## config.mk

```make
export PLATFORM = sky130hd
export DESIGN_NAME = chip_phase_slewer
export DESIGN_NICKNAME = d
export VERILOG_FILES = /design/src/rtl/chip_slew_pkg.sv /design/src/rtl/slew_req_mask.sv /design/src/rtl/slew_req_ctrl.sv /design/src/rtl/chip_divider.sv /design/src/rtl/chip_phase_slewer.sv
export SDC_FILE = /design/constraint.sdc
export NUM_CORES = 1
export LEC_CHECK = 0
export ABC_AREA = 1
export ABC_CLOCK_PERIOD_IN_PS = 1200
export BUFFER_PORTS_ARGS = -buffer_cell sky130_fd_sc_hd__clkbuf_2
export CORE_MARGIN = 2
export CORE_UTILIZATION = 35
export CTS_BUF_LIST = sky130_fd_sc_hd__clkbuf_16
export DETAILED_ROUTE_END_ITERATION = 16
export PLACE_DENSITY = 0.53
export SYNTH_ARGS = -nofsm -noshare
export SYNTH_HDL_FRONTEND = slang
export SYNTH_SLANG_ARGS = --single-unit
```

## constraint.sdc

```tcl
create_clock -name clk -period 1.2 [get_ports clk]
set_input_delay 0.18 -clock clk [delete_from_list [all_inputs] [get_ports clk]]
set_output_delay 0.18 -clock clk [all_outputs]
set_load 0.02 [all_outputs]
```

## src/rtl/chip_slew_pkg.sv

```systemverilog
package chip_slew_pkg;

  typedef enum logic {
    DIR_ADV = 1'b0,
    DIR_RET = 1'b1
  } slew_dir_e;

  localparam int unsigned MODE_BOTH     = 0;
  localparam int unsigned MODE_ADV_ONLY = 1;
  localparam int unsigned MODE_RET_ONLY = 2;

  // length in reference cycles of a chip period
  function automatic int unsigned period_len(input int unsigned ratio,
                                             input logic adjust,
                                             input slew_dir_e dir);
    if (!adjust)
      return ratio;
    else if (dir == DIR_RET)
      return ratio + 1;
    else
      return ratio - 1;
  endfunction

endpackage

```

## src/rtl/slew_req_mask.sv

```systemverilog
module slew_req_mask
  import chip_slew_pkg::*;
#(
  parameter int unsigned MODE = MODE_BOTH
) (
  input  logic      adv_req,
  input  logic      ret_req,
  output logic      req_valid,
  output slew_dir_e req_dir
);
  logic adv_ok;
  logic ret_ok;

  generate
    if (MODE == MODE_ADV_ONLY) begin : g_adv_only
      assign adv_ok = adv_req;
      assign ret_ok = 1'b0;
    end else if (MODE == MODE_RET_ONLY) begin : g_ret_only
      assign adv_ok = 1'b0;
      assign ret_ok = ret_req;
    end else begin : g_both
      assign adv_ok = adv_req;
      assign ret_ok = ret_req;
    end
  endgenerate

  // opposite requests in one cycle cancel
  assign req_valid = adv_ok ^ ret_ok;
  assign req_dir   = ret_ok ? DIR_RET : DIR_ADV;
endmodule

```

## src/rtl/slew_req_ctrl.sv

```systemverilog
module slew_req_ctrl
  import chip_slew_pkg::*;
(
  input  logic      clk,
  input  logic      rst_n,
  input  logic      req_valid,
  input  slew_dir_e req_dir,
  input  logic      epoch_stb,
  input  logic      boundary,
  output logic      apply,
  output slew_dir_e apply_dir,
  output logic      held,
  output logic      dropped
);
  logic      pend_q;
  logic      arm_q;
  slew_dir_e dir_q;
  logic      drop_q;
  logic      accept;
  logic      reject;
  logic      applied_in_epoch_q;

  assign accept    = req_valid & ~pend_q;
  assign reject    = req_valid & pend_q;
  assign apply     = boundary & arm_q;
  assign apply_dir = dir_q;
  assign held      = pend_q;
  assign dropped   = drop_q;

  always_ff @(posedge clk) begin
    if (!rst_n) begin
      pend_q <= 1'b0;
      arm_q  <= 1'b0;
      dir_q  <= DIR_ADV;
      drop_q <= 1'b0;
    end else begin
      if (apply) begin
        pend_q <= 1'b0;
        arm_q  <= 1'b0;
      end else if (epoch_stb && pend_q) begin
        arm_q <= 1'b1;
      end
      if (accept) begin
        pend_q <= 1'b1;
        arm_q  <= 1'b0;
        dir_q  <= req_dir;
      end
      if (reject) drop_q <= 1'b1;
    end
  end

  // checker state: has an adjustment been applied since the last strobe
  always_ff @(posedge clk) begin
    if (!rst_n) applied_in_epoch_q <= 1'b0;
    else if (epoch_stb) applied_in_epoch_q <= 1'b0;
    else if (apply) applied_in_epoch_q <= 1'b1;
  end

  p_one_per_epoch_r4: assert property (@(posedge clk) disable iff (!rst_n)
    apply |-> !applied_in_epoch_q);

  p_arm_after_strobe_r4: assert property (@(posedge clk) disable iff (!rst_n)
    $rose(arm_q) |-> $past(epoch_stb));

  p_drop_keeps_held_r6: assert property (@(posedge clk) disable iff (!rst_n)
    (reject && !apply) |=> (pend_q && $stable(dir_q)));
endmodule

```

## src/rtl/chip_divider.sv

```systemverilog
module chip_divider
  import chip_slew_pkg::*;
#(
  parameter int unsigned RATIO = 8,
  parameter int unsigned PW    = $clog2(RATIO + 2)
) (
  input  logic          clk,
  input  logic          rst_n,
  input  logic          apply,
  input  slew_dir_e     apply_dir,
  output logic          chip_en,
  output logic [PW-1:0] phase
);
  localparam logic [PW-1:0] NORM_LAST  = PW'(RATIO - 1);
  localparam logic [PW-1:0] SHORT_LAST = PW'(RATIO - 2);
  localparam logic [PW-1:0] LONG_LAST  = PW'(RATIO);

  logic [PW-1:0] cnt_q;
  logic [PW-1:0] last_q;

  assign chip_en = (cnt_q == last_q);
  assign phase   = cnt_q;

  always_ff @(posedge clk) begin
    if (!rst_n) begin
      cnt_q  <= '0;
      last_q <= NORM_LAST;
    end else if (chip_en) begin
      cnt_q  <= '0;
      last_q <= PW'(period_len(RATIO, apply, apply_dir) - 1);
    end else begin
      cnt_q <= cnt_q + 1'b1;
    end
  end

  p_wrap_r1: assert property (@(posedge clk) disable iff (!rst_n)
    chip_en |=> (cnt_q == '0));

  p_count_up_r1: assert property (@(posedge clk) disable iff (!rst_n)
    !chip_en |=> (cnt_q == $past(cnt_q) + 1'b1));

  p_len_range_r2: assert property (@(posedge clk) disable iff (!rst_n)
    (last_q >= SHORT_LAST) && (last_q <= LONG_LAST));

  p_plain_period_r1: assert property (@(posedge clk) disable iff (!rst_n)
    (chip_en && !apply) |=> (last_q == NORM_LAST));
endmodule

```

## src/rtl/chip_phase_slewer.sv

```systemverilog
module chip_phase_slewer
  import chip_slew_pkg::*;
#(
  parameter int unsigned RATIO = 8,
  parameter int unsigned MODE  = MODE_BOTH,
  parameter int unsigned PW    = $clog2(RATIO + 2)
) (
  input  logic          clk,
  input  logic          rst_n,
  input  logic          adv_req,
  input  logic          ret_req,
  input  logic          epoch_stb,
  output logic          chip_en,
  output logic [PW-1:0] chip_phase,
  output logic          adj_done,
  output logic          req_dropped
);
  logic      req_valid;
  slew_dir_e req_dir;
  logic      apply;
  slew_dir_e apply_dir;
  logic      held;
  logic      adj_done_q;

  slew_req_mask #(.MODE(MODE)) u_mask (
    .adv_req  (adv_req),
    .ret_req  (ret_req),
    .req_valid(req_valid),
    .req_dir  (req_dir)
  );

  slew_req_ctrl u_ctrl (
    .clk      (clk),
    .rst_n    (rst_n),
    .req_valid(req_valid),
    .req_dir  (req_dir),
    .epoch_stb(epoch_stb),
    .boundary (chip_en),
    .apply    (apply),
    .apply_dir(apply_dir),
    .held     (held),
    .dropped  (req_dropped)
  );

  chip_divider #(.RATIO(RATIO), .PW(PW)) u_div (
    .clk      (clk),
    .rst_n    (rst_n),
    .apply    (apply),
    .apply_dir(apply_dir),
    .chip_en  (chip_en),
    .phase    (chip_phase)
  );

  always_ff @(posedge clk) begin
    if (!rst_n) adj_done_q <= 1'b0;
    else        adj_done_q <= apply;
  end
  assign adj_done = adj_done_q;

  p_done_single_r7: assert property (@(posedge clk) disable iff (!rst_n)
    adj_done |=> !adj_done);

  p_done_phase_r7: assert property (@(posedge clk) disable iff (!rst_n)
    adj_done |-> (chip_phase == '0));

  p_sticky_r6: assert property (@(posedge clk) disable iff (!rst_n)
    req_dropped |=> req_dropped);

  p_cancel_r5: assert property (@(posedge clk) disable iff (!rst_n)
    (MODE == MODE_BOTH && adv_req && ret_req && !held) |=> (!held && $stable(req_dropped)));

  p_mode_adv_r8: assert property (@(posedge clk) disable iff (!rst_n)
    (MODE == MODE_ADV_ONLY && apply) |-> (apply_dir == DIR_ADV));

  p_mode_ret_r8: assert property (@(posedge clk) disable iff (!rst_n)
    (MODE == MODE_RET_ONLY && apply) |-> (apply_dir == DIR_RET));
endmodule

```

# Word level (Yosys, flattened, before mapping)
# Cells that the tools add are included.
[classes]
addsub = 2
n_eq_ne = 1
n_mux = 7
n_bitwise = 6
n_reduce_logical = 4
[op_table]
columns = ["op", "count"]
rows = [
  ["4-bit 2-to-1 mux", 4],
  ["4-bit by 1-bit adder with 4-bit output (second input constant)", 1],
  ["4-bit == test", 1],
  ["4-bit by 1-bit subtractor with 4-bit output (second input constant)", 1],
  ["1-bit AND", 3],
  ["1-bit 2-to-1 mux", 3],
  ["3-bit OR reduction", 1],
  ["1-bit NOT", 2],
  ["2-bit nonzero test", 1],
  ["2-bit OR reduction", 1],
  ["1-bit logical AND", 1],
  ["1-bit bitwise XOR", 1],
]
[totals]
regBits = 13
input_bits = 5
out_inout_bits = 7

# Logic depth before layout (Yosys ltp)
[logic_depth]
word_depth = 6
mapped_depth = 8
depth_no_buf = 8

# Hierarchy
# Synthesis repeated with hierarchy kept, for this count alone.
[hier_totals]
hier_cells = 83
hier_area_um2 = 585.6
[modules_own_cells]
columns = ["module", "instances", "cells_per_inst", "area_per_inst_um2"]
rows = [
  ["chip_divider", 1, 53, 370.4],
  ["slew_req_ctrl", 1, 21, 161.4],
  ["chip_phase_slewer", 1, 3, 27.5],
  ["slew_req_mask", 1, 6, 26.3],
]

# Worst setup path before layout
# OpenSTA, ideal clock, no wires.
[synth_path]
path_kind = "register to register"
startpoint = "register u_div.cnt_q[0] (netlist: u_div.phase[0])"
endpoint = "register u_div.last_q[3]"
setup_time_ns = 0.058
t_arrival_ns = 1.110
path_slack_ns = 0.032
stages_incl_launch_ff = 7
cell_sequence = "dfxtp_1 > nand2_1 > nand2_1 > nand2_4 > nor2_4 > nand4_1 > nand2_1"
[synth_via]
elab_chain_cells = 6
[synth_lines]
columns = ["item", "line_no", "rtl"]
rows = [
  ["from (decl)", "chip_divider.sv:18", "logic [PW-1:0] cnt_q;"],
  ["from (signal assigned)", "chip_divider.sv:32", "cnt_q <= cnt_q + 1'b1;"],
  ["4-bit == test *", "chip_divider.sv:21", "assign chip_en = (cnt_q == last_q);"],
  ["net chip_en", "chip_phase_slewer.sv:13", "output logic chip_en,"],
  ["1-bit AND", "slew_req_ctrl.sv:25", "assign apply = boundary & arm_q;"],
  ["4-bit 2-to-1 mux", "chip_slew_pkg.sv:16", "if (!adjust)"],
  ["4-bit 2-to-1 mux", "chip_divider.sv:28", "end else if (chip_en) begin"],
  ["4-bit 2-to-1 mux", "chip_divider.sv:25", "if (!rst_n) begin"],
  ["4-bit by 1-bit subtractor with 4-bit output", "chip_divider.sv:30", "last_q <= PW'(period_len(RATIO, apply, apply_dir) - 1);"],
  ["to (signal assigned)", "chip_divider.sv:30", ""],
  ["to (decl)", "chip_divider.sv:19", "logic [PW-1:0] last_q;"],
]
# The timed path passes the listed nets; every way through them passes the cells marked *. The select of a mux whose other input is x is not followed.
# A chain may end at the register's enable or synchronous reset.

# Worst setup path in the final report
[layout_path]
startpoint = "register u_div.last_q[2]"
endpoint = "output port chip_en"
[layout_via]
elab_chain_cells = 1
[layout_lines]
columns = ["item", "line_no"]
rows = [
  ["4-bit == test", "chip_divider.sv:21"],
  ["to (decl)", "chip_phase_slewer.sv:13"],
]
# No other way between the ends.

==> impl_summary.log <==
INFO  metric outcome = finished, violations left
INFO  metric failed_checks = negative setup slack
INFO  metric timing.setup.critical_path_class = reg2out
INFO  metric post_drt_via_cell_ratio = about 4.6
INFO  metric timing.hold.worst.class = in2reg
INFO  metric drv_cap = 0
INFO  metric synthesis_to_finish_area_growth = 40.7%
INFO  metric cp_data_required_time = 1.02 ns
INFO  metric dpl_hpwl = 820 um
INFO  metric crit_fanout = 5
INFO  metric core_region_area = ~1500 um^2
INFO  metric drive_gt1_share = 50.0%
INFO  metric number_of_global_route_vias_before_repair = 446
INFO  metric wire_length_of_the_first_global_routing_pass = 1.84 mm
INFO  metric drt_first_pass_iters = 4
INFO  metric post_synth.cell_area_avg = 7.80 um^2
INFO  metric netlist_area = about 600 um^2
INFO  metric clock-skew-final = approximately 0.00032 ns
INFO  metric pleak = 0.422 nW
INFO  metric commonest_cells_after_routing_fill_and_taps_aside = nand2_1, clkbuf_2, inv_1
INFO  metric route.detailed.wl_per_inst = roughly 9.5 um
INFO  metric syn_warnings = 0
INFO  metric final_antenna_net_count = 0
INFO  metric critical_path_arrival = 1.08 ns
INFO  metric post-route-drc-count = 0
INFO  metric cts-root-to-sink-buffers = 2
INFO  metric synthesis.instances = 76
INFO  metric ys_seq_area_share = roughly two fifths
INFO  metric ys_async_sr_fraction = 0%
INFO  metric finalHoldWorstSlack = 0.215 ns
INFO  metric timing.critical_path.to_type = output pin
INFO  metric critical_path.startpoint_type = register
INFO  metric power-per-cell-area = between 1000 and 1500 nW/um^2
INFO  metric synth_fp_nets = 82
INFO  metric clkSlewWorstSetupHoldPaths = 0.04 ns
INFO  metric overflow = 0
INFO  metric cts-root-buf = clkbuf_16
INFO  metric cts-buffers-inserted = 3
INFO  metric fp-row-count = 14
INFO  metric final_critical_path_setup_slack = -0.0551 ns
INFO  metric antennaDiodeCount = 0
INFO  metric floorplan.initialDensity = 38.5%
INFO  metric fin_crit = 1.26 ns
INFO  metric max_freq = 797 MHz
INFO  metric grt_start_max_net_pins = 10
INFO  metric finalCritPeriodShare = 105%
INFO  metric transition_time_at_the_pin_with_the_least_slew_margin = between 0.2 and 0.25 ns
INFO  metric final-setup-viol-count = 1
INFO  metric die-height = 45.2 um
INFO  metric preCtsSetupSlack = 0.0471 ns
INFO  metric numClockSinks = 12
INFO  metric die_area = between 2000 and 2500 um^2
INFO  metric relSlewSlack = about 85%
INFO  metric route.vias.total = 516
INFO  metric setup_repair_after_global_routing_missed_its_margin = true
INFO  metric routed_wl = 1.07 mm
INFO  metric yosys_most_used_dff = dfxtp_1
INFO  metric hold_violations = 0
INFO  metric cts-htree-levels = 1
INFO  metric drtIter0Drc = 7
INFO  metric synth.distinct_cells = 21
INFO  metric grt_util_all_layers = between 10 and 15%
INFO  metric clock_latency = 0.24 ns
INFO  metric floorplan.io_pins = 12
INFO  metric postLayoutCoreUtil = 54.1%
INFO  metric final_nets = roughly 100
INFO  metric ys_ff_latch = 12
INFO  metric final_common_cell = nand2_1
INFO  metric antenna_found_initial = 0
INFO  metric clock_tree_from_tritoncts = built
INFO  metric die_width = 45.2 um
INFO  metric globalplace.congestion = roughly 0.74
INFO  metric irDropWorstVdd = roughly 0.001 V
INFO  metric synth_enable_flop_cells = 0
INFO  metric portBuffers = 11
INFO  metric slew_limit_fails = 0
## cells in the mapped netlist, drive strengths merged, types with 2 or more instances
cell,number,share of area [%]
nand2,20,17
inv,14,9.3
dfxtp,12,41
nor2,9,9.1
nand3,8,7.6
nand4,2,2.1
xnor2,2,3.0
xor2,2,3.0
## critical path, cell delays in order, from the launching register on
cell	delay, ns
dfxtp_4	0.36
inv_2	0.05
nand2_2	0.04
nand2_2	0.07
nand2_4	0.07
nor2_4	0.12
buf_8	0.12
## area by class of cell
type	count	area, um^2
clock buffers	3	75.1
multi-input cells	49	319
inverters	14	55.1
fillers	154	707
clock inverters	1	3.75
flip-flops and latches	12	251
well taps	16	20.0
repair buffers	17	110
## where the power goes
group	total, mW	leakage [nW]	switching [mW]	internal, mW
combinational	0.157	0.283	0.0910	0.0660
clock	0.615	0.0385	0.176	0.439
sequential	0.447	0.100	0.0226	0.424
## final timing paths
check / start / to / slack, ns / depth (start not counted)
setup / recovery: u_div.last_q[2]$_SDFFE_PN1P_ / chip_en / -0.06 / 6
hold / removal: epoch_stb / u_ctrl.arm_q$_SDFFE_PP0P_ / 0.22 / 3
setup reg to reg: u_div.last_q[3]$_SDFFE_PN0P_ / u_ctrl.held$_SDFFE_PN0P_ / 0.10 / 8
hold reg to reg: u_ctrl.dropped$_SDFFE_PN0P_ / u_ctrl.dropped$_SDFFE_PN0P_ / 0.44 / 2
## kinds of logic (layout without fill, tap and decap cells)
group | after synthesis | in the layout | share of synthesized area (%)
buf+inv | 15 | 35 | 10.6
flops | 12 | 12 | 40.5
fa+ha+maj | 1 | 1 | 2.11
compound gates | 4 | 4 | 4.22
xor+xnor | 4 | 4 | 5.91
simple gates | 40 | 40 | 36.7
## metrics by stage
stage	instances	area, um^2	TNS [ns]	power, mW
global route	112	835	-0.136	1.28
finish	112	835	-0.0551	1.22
detailed placement	104	676	0	0.597
CTS	111	805	-0.0782	1.23
floorplan	76	593	0	0.557
global placement	104	676	0	0.595
## flip-flops by register name, summed over array words and instances (netlist names)
| register | count |
|---|---|
| adj_done | 1 |
| u_ctrl.apply_dir | 1 |
| u_ctrl.arm_q | 1 |
| u_ctrl.dropped | 1 |
| u_ctrl.held | 1 |
| u_div.last_q | 3 |
| u_div.phase | 4 |
## timing repair
item,CTS,global route
setup endpoints to repair,1,11
pin swaps,3,7
resized for setup,11,11
setup buffers,3,2
hold buffers,0,0
## routing by layer
metal / part of all wire, % / GRT usage (%)
met5: 0 / 0
met4: 3.2 / 10.6
met3: 4.8 / 6.00
met2: 43 / 19.1
met1: 49 / 15.9
Note: power is estimated with default switching activity, not from simulation.
